==> src/rtl/hsb_pkg.sv <==
package hsb_pkg;

    typedef enum logic [1:0] {
        ST_IDLE = 2'd0,
        ST_BUS  = 2'd1,
        ST_RESP = 2'd2
    } seq_state_e;

    typedef enum logic {
        PH_LO = 1'b0,
        PH_HI = 1'b1
    } half_e;

    typedef struct packed {
        logic wide;
        logic bsw;
        logic wsw;
    } lane_cfg_t;

    function automatic logic [31:0] word_swap(input logic [31:0] d);
        return {d[15:0], d[31:16]};
    endfunction

    function automatic logic [31:0] byte_swap(input logic [31:0] d, input logic wide);
        if (wide)
            return {d[7:0], d[15:8], d[23:16], d[31:24]};
        return {d[23:16], d[31:24], d[7:0], d[15:8]};
    endfunction

    // Strobes follow the same lane movement as the data (write direction).
    function automatic logic [3:0] strobe_map(input logic [3:0] be, input lane_cfg_t c);
        logic [3:0] s;
        s = c.wsw ? {be[1:0], be[3:2]} : be;
        if (c.bsw)
            s = c.wide ? {s[0], s[1], s[2], s[3]} : {s[2], s[3], s[0], s[1]};
        return s;
    endfunction

    function automatic logic [31:0] lane_mask(input logic [3:0] be);
        logic [31:0] m;
        for (int i = 0; i < 4; i++)
            m[8*i +: 8] = {8{be[i]}};
        return m;
    endfunction

endpackage

==> src/rtl/hsb_decode.sv <==
module hsb_decode
    import hsb_pkg::*;
#(
    parameter int SLOTS  = 4,
    parameter int LW_W   = 2,
    localparam int SLOT_W = $clog2(SLOTS),
    localparam int AW     = 1 + SLOT_W + LW_W
) (
    input  logic [AW-1:0]     addr,
    input  logic [SLOTS-1:0]  bswap,
    input  logic [SLOTS-1:0]  wswap,
    output lane_cfg_t         cfg,
    output logic [SLOT_W-1:0] slot,
    output logic [LW_W-1:0]   lw
);
    logic              wide;
    logic [SLOT_W-1:0] raw_slot;

    assign wide     = addr[AW-1];
    assign raw_slot = addr[LW_W +: SLOT_W];
    assign lw       = addr[LW_W-1:0];
    // A pair of slots behaves as one wide device; its odd member owns the controls.
    assign slot     = wide ? (raw_slot | SLOT_W'(1)) : raw_slot;

    always_comb begin
        cfg.wide = wide;
        cfg.bsw  = bswap[slot];
        cfg.wsw  = wswap[slot];
    end
endmodule

==> src/rtl/hsb_lane_swap.sv <==
module hsb_lane_swap
    import hsb_pkg::*;
#(
    parameter bit INVERSE = 1'b0
) (
    input  logic [31:0] din,
    input  lane_cfg_t   cfg,
    output logic [31:0] dout
);
    logic [31:0] mid;

    generate
        if (!INVERSE) begin : g_fwd
            always_comb begin
                mid  = cfg.wsw ? word_swap(din) : din;
                dout = cfg.bsw ? byte_swap(mid, cfg.wide) : mid;
            end
        end else begin : g_inv
            always_comb begin
                mid  = cfg.bsw ? byte_swap(din, cfg.wide) : din;
                dout = cfg.wsw ? word_swap(mid) : mid;
            end
        end
    endgenerate
endmodule

==> src/rtl/hsb_seq.sv <==
module hsb_seq
    import hsb_pkg::*;
#(
    parameter int SLOTS  = 4,
    parameter int LW_W   = 2,
    localparam int SLOT_W = $clog2(SLOTS),
    localparam int PAW    = LW_W + 1
) (
    input  logic              clk,
    input  logic              rst,
    input  logic              h_req,
    input  logic              h_we,
    input  lane_cfg_t         cfg,
    input  logic [SLOT_W-1:0] slot,
    input  logic [LW_W-1:0]   lw,
    input  logic [3:0]        hbe,
    input  logic [3:0]        mbe,
    input  logic [31:0]       mwd,
    output logic              h_ack,
    output logic [31:0]       raw_q,
    output logic [3:0]        hbe_q,
    output lane_cfg_t         cfg_q,
    output logic              p_stb,
    output logic              p_we,
    output logic              p_wide,
    output logic [SLOT_W-1:0] p_sel,
    output logic [PAW-1:0]    p_addr,
    output logic [3:0]        p_be,
    output logic [31:0]       p_wdata,
    input  logic              p_ack,
    input  logic [31:0]       p_rdata
);
    seq_state_e        st_q;
    half_e             ph_q;
    logic              need_hi_q;
    logic              we_q;
    logic [SLOT_W-1:0] slot_q;
    logic [LW_W-1:0]   lw_q;
    logic [3:0]        mbe_q;
    logic [31:0]       mwd_q;
    logic              lo_any;
    logic              hi_any;

    assign lo_any = (mbe[1:0] != 2'b00) || (mbe == 4'b0000);
    assign hi_any = (mbe[3:2] != 2'b00);

    always_ff @(posedge clk) begin
        if (rst) begin
            st_q      <= ST_IDLE;
            ph_q      <= PH_LO;
            need_hi_q <= 1'b0;
            we_q      <= 1'b0;
            cfg_q     <= '0;
            slot_q    <= '0;
            lw_q      <= '0;
            mbe_q     <= '0;
            mwd_q     <= '0;
            hbe_q     <= '0;
            raw_q     <= '0;
        end else begin
            case (st_q)
                ST_IDLE: begin
                    if (h_req) begin
                        we_q      <= h_we;
                        cfg_q     <= cfg;
                        slot_q    <= slot;
                        lw_q      <= lw;
                        mbe_q     <= mbe;
                        mwd_q     <= mwd;
                        hbe_q     <= hbe;
                        raw_q     <= '0;
                        ph_q      <= (cfg.wide || lo_any) ? PH_LO : PH_HI;
                        need_hi_q <= !cfg.wide && lo_any && hi_any;
                        st_q      <= ST_BUS;
                    end
                end
                ST_BUS: begin
                    if (p_ack) begin
                        if (cfg_q.wide)
                            raw_q <= p_rdata;
                        else if (ph_q == PH_LO)
                            raw_q[15:0] <= p_rdata[15:0];
                        else
                            raw_q[31:16] <= p_rdata[15:0];
                        if (ph_q == PH_LO && need_hi_q)
                            ph_q <= PH_HI;
                        else
                            st_q <= ST_RESP;
                    end
                end
                ST_RESP: st_q <= ST_IDLE;
                default: st_q <= ST_IDLE;
            endcase
        end
    end

    assign p_stb  = (st_q == ST_BUS);
    assign h_ack  = (st_q == ST_RESP);
    assign p_we   = we_q;
    assign p_wide = cfg_q.wide;
    assign p_sel  = slot_q;
    assign p_addr = {lw_q, (!cfg_q.wide && ph_q == PH_HI)};

    always_comb begin
        if (cfg_q.wide) begin
            p_be    = mbe_q;
            p_wdata = mwd_q;
        end else if (ph_q == PH_HI) begin
            p_be    = {2'b00, mbe_q[3:2]};
            p_wdata = {16'h0000, mwd_q[31:16]};
        end else begin
            p_be    = {2'b00, mbe_q[1:0]};
            p_wdata = {16'h0000, mwd_q[15:0]};
        end
    end
endmodule

==> src/rtl/hw_split_bridge.sv <==
module hw_split_bridge
    import hsb_pkg::*;
#(
    parameter int SLOTS  = 4,
    parameter int LW_W   = 2,
    localparam int SLOT_W = $clog2(SLOTS),
    localparam int AW     = 1 + SLOT_W + LW_W,
    localparam int PAW    = LW_W + 1
) (
    input  logic              clk,
    input  logic              rst,
    input  logic              h_req,
    input  logic              h_we,
    input  logic [AW-1:0]     h_addr,
    input  logic [3:0]        h_be,
    input  logic [31:0]       h_wdata,
    output logic              h_ack,
    output logic [31:0]       h_rdata,
    input  logic [SLOTS-1:0]  bswap,
    input  logic [SLOTS-1:0]  wswap,
    output logic              p_stb,
    output logic              p_we,
    output logic              p_wide,
    output logic [SLOT_W-1:0] p_sel,
    output logic [PAW-1:0]    p_addr,
    output logic [3:0]        p_be,
    output logic [31:0]       p_wdata,
    input  logic              p_ack,
    input  logic [31:0]       p_rdata
);
    lane_cfg_t         cfg;
    lane_cfg_t         cfg_q;
    logic [SLOT_W-1:0] slot;
    logic [LW_W-1:0]   lw;
    logic [3:0]        mbe;
    logic [31:0]       mwd;
    logic [31:0]       raw_q;
    logic [3:0]        hbe_q;
    logic [31:0]       rd_unswapped;

    hsb_decode #(.SLOTS(SLOTS), .LW_W(LW_W)) u_dec (
        .addr(h_addr), .bswap(bswap), .wswap(wswap),
        .cfg(cfg), .slot(slot), .lw(lw)
    );

    hsb_lane_swap #(.INVERSE(1'b0)) u_wr_swap (
        .din(h_wdata), .cfg(cfg), .dout(mwd)
    );

    assign mbe = strobe_map(h_be, cfg);

    hsb_seq #(.SLOTS(SLOTS), .LW_W(LW_W)) u_seq (
        .clk(clk), .rst(rst),
        .h_req(h_req), .h_we(h_we), .cfg(cfg), .slot(slot), .lw(lw),
        .hbe(h_be), .mbe(mbe), .mwd(mwd),
        .h_ack(h_ack), .raw_q(raw_q), .hbe_q(hbe_q), .cfg_q(cfg_q),
        .p_stb(p_stb), .p_we(p_we), .p_wide(p_wide), .p_sel(p_sel),
        .p_addr(p_addr), .p_be(p_be), .p_wdata(p_wdata),
        .p_ack(p_ack), .p_rdata(p_rdata)
    );

    hsb_lane_swap #(.INVERSE(1'b1)) u_rd_swap (
        .din(raw_q), .cfg(cfg_q), .dout(rd_unswapped)
    );

    assign h_rdata = rd_unswapped & lane_mask(hbe_q);
endmodule

==> config.mk <==
export PLATFORM = sky130hd
export DESIGN_NAME = hw_split_bridge
export DESIGN_NICKNAME = d
export VERILOG_FILES = /design/src/rtl/hsb_pkg.sv /design/src/rtl/hsb_decode.sv /design/src/rtl/hsb_lane_swap.sv /design/src/rtl/hsb_seq.sv /design/src/rtl/hw_split_bridge.sv
export SDC_FILE = /design/constraint.sdc
export NUM_CORES = 1
export LEC_CHECK = 0
export BUFFER_PORTS_ARGS = -buffer_cell sky130_fd_sc_hd__buf_2
export CORE_MARGIN = 5
export CORE_UTILIZATION = 50
export DETAILED_ROUTE_END_ITERATION = 8
export PLACE_DENSITY = 0.77
export SETUP_SLACK_MARGIN = 0.2
export SKIP_LAST_GASP = 1
export SLEW_MARGIN = 20
export SYNTH_ARGS = -nofsm -noshare
export SYNTH_HDL_FRONTEND = slang
export SYNTH_SLANG_ARGS = --single-unit
==> constraint.sdc <==
create_clock -name clk -period 3.5 [get_ports clk]
set_clock_uncertainty 0.15 [all_clocks]
set_input_delay 0.7 -clock clk [delete_from_list [all_inputs] [get_ports clk]]
set_output_delay 0.7 -clock clk [all_outputs]
set_load 0.02 [all_outputs]
==> impl_metrics.env, run 1 <==
export IMPL_clk_latency_ns=0.33
export IMPL_arrival_ns=2.12
export IMPL_maxSlewHeadroom_pct=37.36
export IMPL_synth_top_family_by_area="multiplexers"
export IMPL_cts_reportedPaths_clkPinSlew_ns=0.06
export IMPL_cts_made_buffers=9
export IMPL_max_vdd_ir_drop_mv=0.2640
export IMPL_synth_seq_cells=84
export IMPL_crit_path_frequent_cell="mux2i_1"
export IMPL_synth_edf_count=0
export IMPL_yosysMostFrequentCell="mux2i_1"
export IMPL_synthAdderAreaFrac_pct=0
export IMPL_gp_congestion=0.8660
export IMPL_drv_cap=0
export IMPL_cts_root_buffer="clkbuf_16"
export IMPL_drive_gt1_share_pct=26.96
export IMPL_crit_type="register to output pin"
export IMPL_rsz0062_at_grt="no"
export IMPL_grt_pass1_vias=5313
export IMPL_yosys_most_used_dff="dfxtp_1"
export IMPL_h_tree_depth=3
export IMPL_cts_tree="built"
export IMPL_syn_area_sq_mm=0.005650
export IMPL_grt_pass1_wl_um=25680
export IMPL_cts_setup_buffers=0
export IMPL_numPortBuffers=162
export IMPL_die_area_sq_mm=0.01353
export IMPL_initial_core_util_pct=51.67
export IMPL_clock_fmax_mhz=336.9
export IMPL_setup_ws_ns=0.5317
export IMPL_synth_xor_area_share_pct=0
export IMPL_syn_nets=771
export IMPL_p_per_area_mw_per_mm2=397.8
export IMPL_yosysSeqAreaShare_pct=29.76
export IMPL_route_detailed_drc=0
export IMPL_drt_wl_total_um=16110
export IMPL_nNetsFinal=897
export IMPL_worst_path_max_delay_cell="dfxtp_4"
export IMPL_hold_buffers=0
export IMPL_ys_types=31
export IMPL_drt_iter0_markers=311
export IMPL_synthArstFlopShare_pct=0
export IMPL_synth_simple_area_share_pct=19.26
export IMPL_drt_antenna_violating_nets=0
export IMPL_syn_avg_cell_area_sq_um=8.249
export IMPL_tightest_slew_ns=0.9362
export IMPL_dp_hpwl_um=11610
export IMPL_cp_buffers_inverters=2
export IMPL_io_pins=163
export IMPL_areaGrowthSynthToFinish_pct=20.95
export IMPL_leakage_nw=2.996
export IMPL_endpoint_kind="output pin"
export IMPL_num_vias=5570
export IMPL_netlist_area_leader_share_pct=29.76
export IMPL_critical_path_top_delay_family="flip-flops"
export IMPL_max_stage_delay_ns=0.56
export IMPL_hold_violations=0
export IMPL_synth_compound_area_share_pct=14.08
export IMPL_fin_cells=957
export IMPL_grt_overflow=0
export IMPL_r2r_setup_slack_ns=1.10
export IMPL_timing_final_crit_share_pct=84.81
export IMPL_status="complete, no violations"
export IMPL_grtUsageTotal_pct=23.12
export IMPL_vias_per_cell=5.820
export IMPL_antenna_found_initial=1
export IMPL_dp_cells=940
export IMPL_cts_sinks=84
export IMPL_synth_area_mux_share_pct=32.15
export IMPL_min_path_type="register to register"
export IMPL_yosysWarnings=0
export IMPL_first_pass_iters=4
export IMPL_required_ns=2.65
export IMPL_fin_crit_ns=2.968
export IMPL_die_x_um=116.3
export IMPL_tns_ns=0
export IMPL_setup_violations=0
export IMPL_die_y_um=116.3
export IMPL_cts_resized=0
export IMPL_drv_slew=0
export IMPL_path_cells="buf_12 > mux2i_1 > nand2_1 > o21ai_0 > mux2i_1 > and2_1 > buf_2"
export IMPL_clock_path_buffers=2
export IMPL_grt_max_degree=54
export IMPL_synthTopCellsByArea="dfxtp_1 (30%), mux2i_1 (27%), nand2_1 (7.0%)"
export IMPL_cp_start_kind="register"
export IMPL_core_sq_mm=0.01094
export IMPL_routedWlPerCell_um=16.84
export IMPL_synthTopCellsByCount="mux2i_1 (154), nand2_1 (106), dfxtp_1 (84)"
export IMPL_netlist_instances=685
export IMPL_rows=38
export IMPL_critPathMaxFanout=31
export IMPL_yosys_area_top_type="dfxtp_1"
export IMPL_dpl_worst_slack_ns=0.7050
layout by cell type, fill, tap and decap left out, drive strengths merged:
cell / netlist / routed
diode: 0 / 1
dfxtp: 84 / 84
o221ai: 34 / 34
mux4: 1 / 1
nor4b: 1 / 1
nand3b: 1 / 1
nand2: 106 / 106
o211ai: 4 / 4
bufinv: 0 / 1
buf: 18 / 177
a211oi: 3 / 3
mux2: 20 / 20
or4: 1 / 1
mux2i: 156 / 156
and2: 50 / 50
a21oi: 47 / 47
and3: 3 / 3
inv: 3 / 3
nand3: 19 / 19
o21ai: 33 / 33
nand2b: 4 / 4
or2: 1 / 1
nor4: 1 / 1
clkinv: 0 / 3
nor2: 28 / 28
a21o: 3 / 3
nor2b: 1 / 1
clkinvlp: 0 / 1
a221oi: 2 / 2
clkbuf: 44 / 11
nor3: 17 / 17
power breakdown:
part / switching [W] / internal, W
Combinational: 0.000409 / 0.000299
Clock: 0.000368 / 0.000549
Sequential: 0.0000674 / 0.00102
Total: 0.000845 / 0.00187
registers in the layout, indices dropped and copies added (netlist names):
register and flops:
u_seq.hbe_q 4, u_seq.mwd_q 32, u_seq.mbe_q 4, u_seq.st_q 2
u_seq.ph_q 1, u_seq.lw_q 2, u_seq.p_we 1, u_seq.cfg_q 2
u_seq.raw_q 32, u_seq.need_hi_q 1, u_seq.p_wide 1, u_seq.p_sel 2
final timing paths:
path                      start              end  cells past startpoint
hold / removal       u_seq.p_we       u_seq.p_we                      2
hold reg to reg      u_seq.p_we       u_seq.p_we                      2
setup / recovery   u_seq.p_wide      h_rdata[22]                      7
setup reg to reg  u_seq.st_q[0]  u_seq.mwd_q[25]                      6
kinds of logic (layout without fill, tap and decap cells):
family          after synthesis  count (layout)
simple gates                233             233
mux                         177             177
compound gates              126             126
flops                        84              84
buf+inv                      65             196
other cells                   0               1
cell type report:
cell class,instances,area [sq um]
multi-input combinational,536,3712
tap,140,175.2
antenna,1,2.502
clock buffer,11,232.7
inverter,3,11.26
clock inverter,5,52.55
fill,917,4101
timing repair buffer,177,960.9
sequential,84,1687
worst reg2reg max path, delay by kind of cell (launching register included):
kind | cells | cell delay (ns)
buffers and inverters | 1 | 0.32
AND/OR/NAND/NOR | 4 | 1.35
flip-flops | 1 | 0.32
AO/OA/AOI/OAI | 1 | 0.12
routing by layer:
layer	up-vias	routed length, um	global-route usage [%]
met4	2	208	6.883
met5	-	7	0
met3	22	1333	4.560
li1	2707	-	-
met2	226	7756	38.22
met1	2613	6806	30.60
stage by stage:
stage	area [sq um]	power [W]	utilization, %	hold WS [ns]
6_report	6834	0.002719	62.49	0.3049
5_1_grt	6832	0.002850	62.47	0.3380
4_1_cts	6832	0.002732	62.47	0.3067
3_5_place_dp	6546	0.001814	59.86	0.2975
3_3_place_gp	6546	0.001789	59.86	0.2875
2_1_floorplan	5650	0.001590	-	0.2769
No activity file was read; power rests on OpenSTA's default activity.
==> run 2, diff against run 1 <==
Clock period 3.5 ns to 3.1 ns, I/O delays scaled along.
==> run 2 against run 1 <==
Effect of this change: setup slack got worse by 0.21 ns; sequential share of layout area shrank 0.25 points; critical endpoint is now h_rdata[11]; largest power group unchanged; sequential power is 12% higher; first-iteration DRC count up 10%.
==> impl_metrics.env, run 2 (synthesized netlist as in run 1, its figures left out) <==
export IMPL_status="complete, no violations"
export IMPL_setup_ws_ns=0.3225
export IMPL_grtUsageTotal_pct=23.89
export IMPL_cts_reportedPaths_clkPinSlew_ns=0.06
export IMPL_cts_tree="built"
export IMPL_grt_overflow=0
export IMPL_nNetsFinal=899
export IMPL_drt_wl_total_um=16280
export IMPL_p_per_area_mw_per_mm2=472.4
export IMPL_cp_start_kind="register"
export IMPL_tns_ns=0
export IMPL_critPathMaxFanout=26
export IMPL_die_x_um=116.3
export IMPL_clock_path_buffers=2
export IMPL_diodes=0
export IMPL_fin_crit_ns=2.778
export IMPL_cts_root_buffer="clkbuf_16"
export IMPL_drive_gt1_share_pct=27.38
export IMPL_rows=38
export IMPL_numPortBuffers=162
export IMPL_maxSlewHeadroom_pct=38.68
export IMPL_rsz0062_at_grt="no"
export IMPL_arrival_ns=2.01
export IMPL_crit_type="register to output pin"
export IMPL_drt_iter0_markers=342
export IMPL_hold_violations=0
export IMPL_top_regs="u_seq.mwd_q: 32 flops, u_seq.raw_q: 32 flops"
export IMPL_initial_core_util_pct=51.67
export IMPL_routedWlPerCell_um=16.99
export IMPL_grt_pass1_vias=5348
export IMPL_gp_congestion=0.8162
export IMPL_first_pass_iters=5
export IMPL_final_common_cell="buf_2"
export IMPL_io_pins=163
export IMPL_dp_hpwl_um=11600
export IMPL_endpoint_kind="output pin"
export IMPL_fillers=929
export IMPL_clk_latency_ns=0.34
export IMPL_max_vdd_ir_drop_mv=0.2814
export IMPL_grt_max_degree=65
export IMPL_grt_pass1_wl_um=26230
export IMPL_h_tree_depth=3
export IMPL_setup_violations=0
export IMPL_fin_cells=958
export IMPL_drt_antenna_violating_nets=0
export IMPL_tightest_slew_ns=0.9164
export IMPL_clock_fmax_mhz=360.0
export IMPL_core_sq_mm=0.01094
export IMPL_dp_cells=941
export IMPL_timing_final_crit_share_pct=89.60
export IMPL_vias_per_cell=5.831
export IMPL_route_detailed_drc=0
export IMPL_leakage_nw=3.033
export IMPL_drv_slew=0
export IMPL_dpl_worst_slack_ns=0.5680
export IMPL_cts_sinks=84
export IMPL_die_area_sq_mm=0.01353
export IMPL_final_cell_mix="buf_2 (162), mux2i_1 (154), nand2_1 (106), dfxtp_1 (82), and2_1 (50)"
export IMPL_drv_cap=0
export IMPL_antenna_found_initial=0
export IMPL_cts_made_buffers=9
export IMPL_required_ns=2.33
export IMPL_die_y_um=116.3
export IMPL_num_vias=5586
export IMPL_areaGrowthSynthToFinish_pct=22.21
export IMPL_min_path_type="register to register"
[run 2: cell types whose count changed in the layout (fill, tap and decap cells not counted), sizes merged]
cell and delta:
bufinv +1, inv +1, buf +2, clkbuf -1
clkinv -1, diode -1
[run 2: final timing paths]
path,from,to,slack (ns),depth (start not counted)
worst min register to register,u_seq.cfg_q[1],u_seq.cfg_q[1],0.30,2
worst max register to register,u_seq.st_q[0],u_seq.mwd_q[24],0.90,6
worst max-delay path,u_seq.p_wide,h_rdata[11],0.32,7
worst min-delay path,u_seq.cfg_q[1],u_seq.cfg_q[1],0.30,2
[run 2: what timing repair did]
| action | 4_1_cts | 5_1_grt |
|---|---|---|
| hold buffers | 0 | 0 |
| gates resized for setup | 0 | 1 |
| buffers inserted | 1 | 0 |
| endpoints found under the setup margin | 1 | 1 |
| pin swaps | 0 | 0 |
| hold endpoints to repair | 0 | 0 |
[run 2: layer usage]
layer	vias to the layer above	part of all wire, %	global-route usage, %
met5	-	0	0
met4	0	1.9	8.353
met3	27	8.9	5.389
met2	219	47	38.56
met1	2626	42	31.48
li1	2714	-	-
[run 2: report_power, final]
part	total (W)	switching, W	internal [W]	leakage (nW)
clock network	0.00122	0.000463	0.000760	0.164
registers	0.00122	0.0000643	0.00116	0.687
logic	0.000818	0.000477	0.000341	2.18
total	0.00326	0.00100	0.00226	3.03
[run 2: worst max-delay path, cell delays in order (launching register included)]
cell and delay, ns:
dfxtp_4 0.46, buf_12 0.24, mux2i_1 0.22, nand2_1 0.08
o21ai_0 0.20, mux2i_1 0.12, and2_1 0.18, buf_2 0.15
[run 2: final cells by class]
class	count	area (sq um)	share of cell area, %
Clock buffer	10	250.2	3.624
Clock inverter	6	93.84	1.359
Inverter	3	11.26	0.1631
Multi-Input combinational cell	536	3712	53.76
Sequential cell	84	1687	24.42
Tap cell	140	175.2	2.537
Timing Repair Buffer	179	975.9	14.13
[run 2: per-stage QoR]
stage | utilization [%] | cell area [sq um] | hold WS [ns] | power (W)
finish | 63.15 | 6905 | 0.3036 | 0.003262
floorplan | - | 5650 | 0.2769 | 0.001795
detailed placement | 59.93 | 6554 | 0.2929 | 0.002052
CTS | 63.15 | 6905 | 0.3076 | 0.003279
global route | 63.15 | 6905 | 0.3398 | 0.003409
global placement | 59.93 | 6554 | 0.2885 | 0.002022
